**src/rtl/regfile_pkg.sv**
```systemverilog
package regfile_pkg;

    // How register 0 is built.
    typedef enum logic {
        R0_STORED = 1'b0,   // ordinary storage
        R0_ZERO   = 1'b1    // constant zero, writes dropped
    } r0_mode_e;

    // Address width for a register count (at least one bit).
    function automatic int addr_bits(input int count);
        return (count > 1) ? $clog2(count) : 1;
    endfunction

endpackage

```
**src/rtl/regfile_wdec.sv**
```systemverilog
module regfile_wdec #(
    parameter int NUM_REGS = 4,
    parameter int ADDR_W   = 2
) (
    input  logic                en,
    input  logic [ADDR_W-1:0]   addr,
    output logic [NUM_REGS-1:0] load
);

    // One-hot select, gated by the global write strobe.
    always_comb begin
        for (int i = 0; i < NUM_REGS; i++) begin
            load[i] = en && (addr == ADDR_W'(i));
        end
    end

endmodule

```
**src/rtl/regfile_rdmux.sv**
```systemverilog
module regfile_rdmux #(
    parameter int NUM_REGS = 4,
    parameter int DATA_W   = 8,
    parameter int ADDR_W   = 2
) (
    input  logic [NUM_REGS-1:0][DATA_W-1:0] bank,
    input  logic [ADDR_W-1:0]               sel,
    output logic [DATA_W-1:0]               dout
);

    always_comb begin
        dout = bank[sel];
    end

endmodule

```
**src/rtl/regfile_2r1w.sv**
```systemverilog
module regfile_2r1w
    import regfile_pkg::*;
#(
    parameter int       DATA_W   = 8,
    parameter int       NUM_REGS = 4,
    parameter r0_mode_e R0_MODE  = R0_STORED,
    localparam int      ADDR_W   = addr_bits(NUM_REGS)
) (
    input  logic              clk,
    input  logic              rst,
    input  logic              wr_en,
    input  logic [ADDR_W-1:0] wr_addr,
    input  logic [DATA_W-1:0] wr_data,
    input  logic [ADDR_W-1:0] rd_addr_a,
    input  logic [ADDR_W-1:0] rd_addr_b,
    output logic [DATA_W-1:0] rd_data_a,
    output logic [DATA_W-1:0] rd_data_b
);

    logic [NUM_REGS-1:0]             load;
    logic [NUM_REGS-1:0][DATA_W-1:0] bank;

    regfile_wdec #(
        .NUM_REGS (NUM_REGS),
        .ADDR_W   (ADDR_W)
    ) u_wdec (
        .en   (wr_en),
        .addr (wr_addr),
        .load (load)
    );

    // Storage: one register per entry, or a constant for entry 0 in zero mode.
    for (genvar i = 0; i < NUM_REGS; i++) begin : g_reg
        if (R0_MODE == R0_ZERO && i == 0) begin : g_const
            logic unused_load;
            assign unused_load = load[i];
            assign bank[i]     = '0;
        end else begin : g_store
            logic [DATA_W-1:0] q;
            always_ff @(posedge clk) begin
                if (rst) begin
                    q <= '0;
                end else if (load[i]) begin
                    q <= wr_data;
                end
            end
            assign bank[i] = q;
        end
    end

    // Read ports: one independent multiplexer each, old value on collision.
    regfile_rdmux #(
        .NUM_REGS (NUM_REGS),
        .DATA_W   (DATA_W),
        .ADDR_W   (ADDR_W)
    ) u_rd_a (
        .bank (bank),
        .sel  (rd_addr_a),
        .dout (rd_data_a)
    );

    regfile_rdmux #(
        .NUM_REGS (NUM_REGS),
        .DATA_W   (DATA_W),
        .ADDR_W   (ADDR_W)
    ) u_rd_b (
        .bank (bank),
        .sel  (rd_addr_b),
        .dout (rd_data_b)
    );

endmodule

```
**config.mk**
```make
export PLATFORM = sky130hd
export DESIGN_NAME = regfile_2r1w
export DESIGN_NICKNAME = d
export VERILOG_FILES = /design/src/rtl/regfile_pkg.sv /design/src/rtl/regfile_wdec.sv /design/src/rtl/regfile_rdmux.sv /design/src/rtl/regfile_2r1w.sv
export SDC_FILE = /design/constraint.sdc
export NUM_CORES = 1
export LEC_CHECK = 0
export CAP_MARGIN = 20
export CORE_MARGIN = 2
export CORE_UTILIZATION = 50
export CTS_CLUSTER_SIZE = 40
export DETAILED_ROUTE_END_ITERATION = 16
export DONT_BUFFER_PORTS = 1
export MAX_ROUTING_LAYER = met4
export PLACE_DENSITY = 0.67
export SLEW_MARGIN = 0
export SYNTH_ARGS = -nofsm -noshare
export SYNTH_HDL_FRONTEND = slang
export SYNTH_SLANG_ARGS = --single-unit
```
**constraint.sdc**
```tcl
create_clock -name clk -period 1.1 [get_ports clk]
set_clock_uncertainty 0.1 [all_clocks]
set_input_delay 0.11 -clock clk [delete_from_list [all_inputs] [get_ports clk]]
set_output_delay 0.11 -clock clk [all_outputs]
set_load 0.01 [all_outputs]
```
==> impl_metrics.xml <==
<?xml version="1.0" encoding="UTF-8"?>
<metrics>
  <group name="synth">
    <metric name="post_synth_instance_area" unit="um2">1670</metric>
    <metric name="netlist_instances" unit="">138</metric>
    <metric name="yosysWarningCount" unit="">0</metric>
    <metric name="synth-seq-cells" unit="">32</metric>
    <metric name="synth_nets" unit="">155</metric>
    <metric name="synth.yosys.seq_area_share" unit="%">38.3</metric>
    <metric name="number_of_library_cell_types_mapped_by_synthesis" unit="">12</metric>
    <metric name="avgSynthCellArea" unit="um2">12.1</metric>
  </group>
  <group name="clock_tree">
    <metric name="tritoncts_clock_tree" unit="">done</metric>
    <metric name="clockBufferDepth" unit="">2</metric>
    <metric name="cts_root_buf" unit="">sky130_fd_sc_hd__clkbuf_4</metric>
    <metric name="cts_setup_buffers" unit="">0</metric>
    <metric name="numCtsBuffers" unit="">5</metric>
    <metric name="cts.htree.levels" unit="">2</metric>
    <metric name="insertion_delay" unit="ns">0.34</metric>
    <metric name="worst_setup_hold_path_clk_slew" unit="ns">0.09</metric>
    <metric name="clock_sink_count" unit="">32</metric>
  </group>
  <group name="worst_setup_path">
    <metric name="timing.critical_path.max_delay_family" unit="">multiplexers</metric>
    <metric name="crit_path_start" unit="">g_reg[3].g_store.q[0]</metric>
    <metric name="critical_path_buffers_and_inverters" unit="">0</metric>
    <metric name="path_class" unit="">reg -&gt; out</metric>
    <metric name="critical-path-max-stage-delay" unit="ns">0.52</metric>
    <metric name="required" unit="ns">0.89</metric>
    <metric name="worst_r2r_end" unit="">g_reg[2].g_store.q[7]</metric>
    <metric name="critical_path.max_fanout" unit="">3</metric>
    <metric name="cp_slowest_cell" unit="">sky130_fd_sc_hd__mux4_2</metric>
    <metric name="endpoint_kind" unit="">primary output</metric>
    <metric name="r2r_slack" unit="ns">0.37</metric>
    <metric name="timing.rr.start" unit="">g_reg[2].g_store.q[7]</metric>
    <metric name="reg2regPathDepth" unit="">2</metric>
    <metric name="worstPathArrival" unit="ns">1.19</metric>
    <metric name="worstSetupStartpointType" unit="">flop</metric>
    <metric name="path_cells" unit="">mux4_2</metric>
  </group>
  <group name="drt">
    <metric name="dr_total_vias" unit="">1055</metric>
    <metric name="routed_wl" unit="um">3420</metric>
    <metric name="detail_route.first_pass.iterations" unit="">4</metric>
    <metric name="vias_per_cell" unit="">5.47</metric>
    <metric name="detail_route.drc_violations" unit="">0</metric>
    <metric name="detailedRoute.firstIterationViolations" unit="">36</metric>
    <metric name="drt.antenna.violating_nets" unit="">0</metric>
    <metric name="routed_wire_length_per_instance" unit="um">17.7</metric>
  </group>
  <group name="timing">
    <metric name="worst_slew_margin_rel" unit="%">79.3</metric>
    <metric name="final_period_minus_worst_setup_slack" unit="ns">1.40</metric>
    <metric name="setup_ws" unit="ns">-0.303</metric>
    <metric name="grt_setup_unrepaired" unit="">yes</metric>
    <metric name="finalHoldViolations" unit="">0</metric>
    <metric name="timing.final.setup_violations" unit="">16</metric>
    <metric name="timing.fmax" unit="MHz">713</metric>
    <metric name="timing_max_transition_violations_final" unit="">0</metric>
    <metric name="post-route-period-util" unit="%">128</metric>
    <metric name="hold_ws" unit="ns">0.0147</metric>
    <metric name="timing_worst_slew_pin_value" unit="ns">0.310</metric>
  </group>
  <group name="worst_hold_path">
    <metric name="hp-class" unit="">in -&gt; reg</metric>
    <metric name="holdPathStages" unit="">3</metric>
    <metric name="timing.hold.worst.start" unit="">wr_addr[1]</metric>
    <metric name="min_delay_worst_endpoint" unit="">g_reg[3].g_store.q[5]</metric>
  </group>
  <group name="pwr">
    <metric name="leakage" unit="nW">0.786</metric>
    <metric name="powerDensity" unit="nW/um2">1160</metric>
    <metric name="ir_worst_vdd" unit="mV">0.657</metric>
  </group>
  <group name="finish">
    <metric name="largest_register_ffs" unit="">32</metric>
    <metric name="antenna_cells_inserted" unit="">0</metric>
    <metric name="fillers" unit="">278</metric>
    <metric name="drive_above_1_share" unit="%">29.9</metric>
    <metric name="final_cell_area" unit="um2">1890</metric>
    <metric name="registers.top_by_ff_count" unit="">g.g_store.q</metric>
    <metric name="area_delta_synth_final" unit="%">12.6</metric>
    <metric name="multiInputGateArea" unit="um2">977</metric>
    <metric name="registers_with_the_highest_flip_flop_counts" unit="">g.g_store.q (32)</metric>
    <metric name="layout.area.seq" unit="um2">662</metric>
    <metric name="nets" unit="">163</metric>
  </group>
  <group name="placement">
    <metric name="placed_instance_area" unit="um2">1710</metric>
    <metric name="place.gp.congestion" unit="">0.731</metric>
    <metric name="detailed_place_hpwl" unit="um">2380</metric>
    <metric name="io_buffer_count" unit="">0</metric>
  </group>
  <group name="global_routing">
    <metric name="grt_first_pass_wirelength" unit="um">5060</metric>
    <metric name="largest_net_degree_at_the_start_of_global_routing" unit="">41</metric>
    <metric name="number_of_antenna_violations_at_the_first_check_in_global_routing" unit="">0</metric>
    <metric name="globalRouteTotalUtil" unit="%">20.1</metric>
    <metric name="grt_pass1_vias" unit="">977</metric>
    <metric name="overflow" unit="">0</metric>
  </group>
  <group name="outcome">
    <metric name="outcome" unit="">finished, violations left</metric>
    <metric name="failed_checks" unit="">negative setup slack</metric>
  </group>
  <group name="job">
    <metric name="max-cap-violations" unit="">0</metric>
  </group>
  <group name="floorplan">
    <metric name="core_box_area" unit="um2">3280</metric>
    <metric name="floorplan.initialDensity" unit="%">51.0</metric>
    <metric name="floorplan.rows" unit="">21</metric>
    <metric name="die_height" unit="um">61.9</metric>
    <metric name="design.die.area" unit="um2">3830</metric>
    <metric name="top_level_i_o_count" unit="">33</metric>
    <metric name="die_width" unit="um">61.9</metric>
  </group>
</metrics>
## how the worst max path moves through the flow
stage / cells after the start / slack [ns] / end
after global placement: 1 / 0.08 / rd_data_a[1]
after floorplan: 4 / 0.05 / g_reg[0].g_store.q[0]
after detailed placement: 1 / 0.07 / rd_data_b[3]
after global routing: 1 / -0.34 / rd_data_a[7]
final: 1 / -0.30 / rd_data_a[0]
after CTS: 1 / -0.30 / rd_data_b[3]
## worst min-delay path: cells and delay by family
kind / cells / cell delay, ns
buffers and inverters: 1 / 0.16
AND/OR/NAND/NOR: 1 / 0.07
multiplexers: 1 / 0.07
## cell type report
type / count / area share [%]
multi-input cells: 94 / 51.8
flip-flops and latches: 32 / 35.1
repair buffers: 13 / 6.90
clock buffers: 8 / 3.12
well taps: 46 / 3.05
## stage by stage
step	std cells	setup TNS, ns	total power [mW]	util, %	setup slack (ns)
2_1_floorplan	138	0	1.47	-	0.0479
3_3_place_gp	176	0	1.46	51.9	0.0799
3_5_place_dp	176	0	1.47	51.9	0.0672
4_1_cts	184	-4.65	2.15	54.1	-0.302
5_1_grt	193	-5.26	2.30	57.4	-0.339
6_report	193	-4.59	2.19	57.4	-0.303
## cells by family (layout without fill, tap and decap cells)
logic type | after synthesis | count (layout) | share of synthesized area (%)
muxes | 48 | 48 | 40.7
and+or+nand+nor | 46 | 46 | 17.7
DFF | 32 | 32 | 38.3
buffers and inverters | 12 | 21 | 3.36
## placed cells by master, fill, tap and decap left out, types with 2 or more instances in the layout
| master | Yosys | routed |
|---|---|---|
| sky130_fd_sc_hd__mux2i_1 | 32 | 32 |
| sky130_fd_sc_hd__nand3b_1 | 2 | 2 |
| sky130_fd_sc_hd__mux4_2 | 16 | 16 |
| sky130_fd_sc_hd__dfxtp_2 | 0 | 17 |
| sky130_fd_sc_hd__and3b_1 | 2 | 2 |
| sky130_fd_sc_hd__buf_4 | 0 | 4 |
| sky130_fd_sc_hd__clkbuf_1 | 6 | 2 |
| sky130_fd_sc_hd__nand2b_1 | 40 | 40 |
| sky130_fd_sc_hd__dfxtp_1 | 32 | 15 |
| sky130_fd_sc_hd__dlygate4sd3_1 | 0 | 8 |
| sky130_fd_sc_hd__clkbuf_4 | 0 | 5 |
## timing repair
item | CTS | global route
endpoints found under the hold margin | 32 | 32
resized for setup | 9 | 8
endpoints found under the setup margin | 16 | 16
## metal layers
metal	part of all wire, %	global-route usage (%)	vias up
li1	-	-	510
met1	41	22.5	518
met2	53	32.3	19
met3	3.5	7.45	8
met4	1.8	8.21	0
met5	0	-	-
## power by group
part	internal [mW]	switching, mW
sequential	1.20	0.0289
clock	0.315	0.389
combinational	0.156	0.101
## synthesized netlist by cell type (all sizes together)
| cell | count | area share (%) |
|---|---|---|
| nand3b | 2 | 0.90 |
| buf | 6 | 2.0 |
| mux4 | 16 | 22 |
| dfxtp | 32 | 38 |
| or3b | 1 | 0.52 |
| nand2b | 40 | 15 |
| and3b | 2 | 1.0 |
| mux2i | 32 | 19 |
| nand3 | 1 | 0.30 |
| clkbuf | 6 | 1.3 |
No activity file was read; power rests on OpenSTA's default activity.
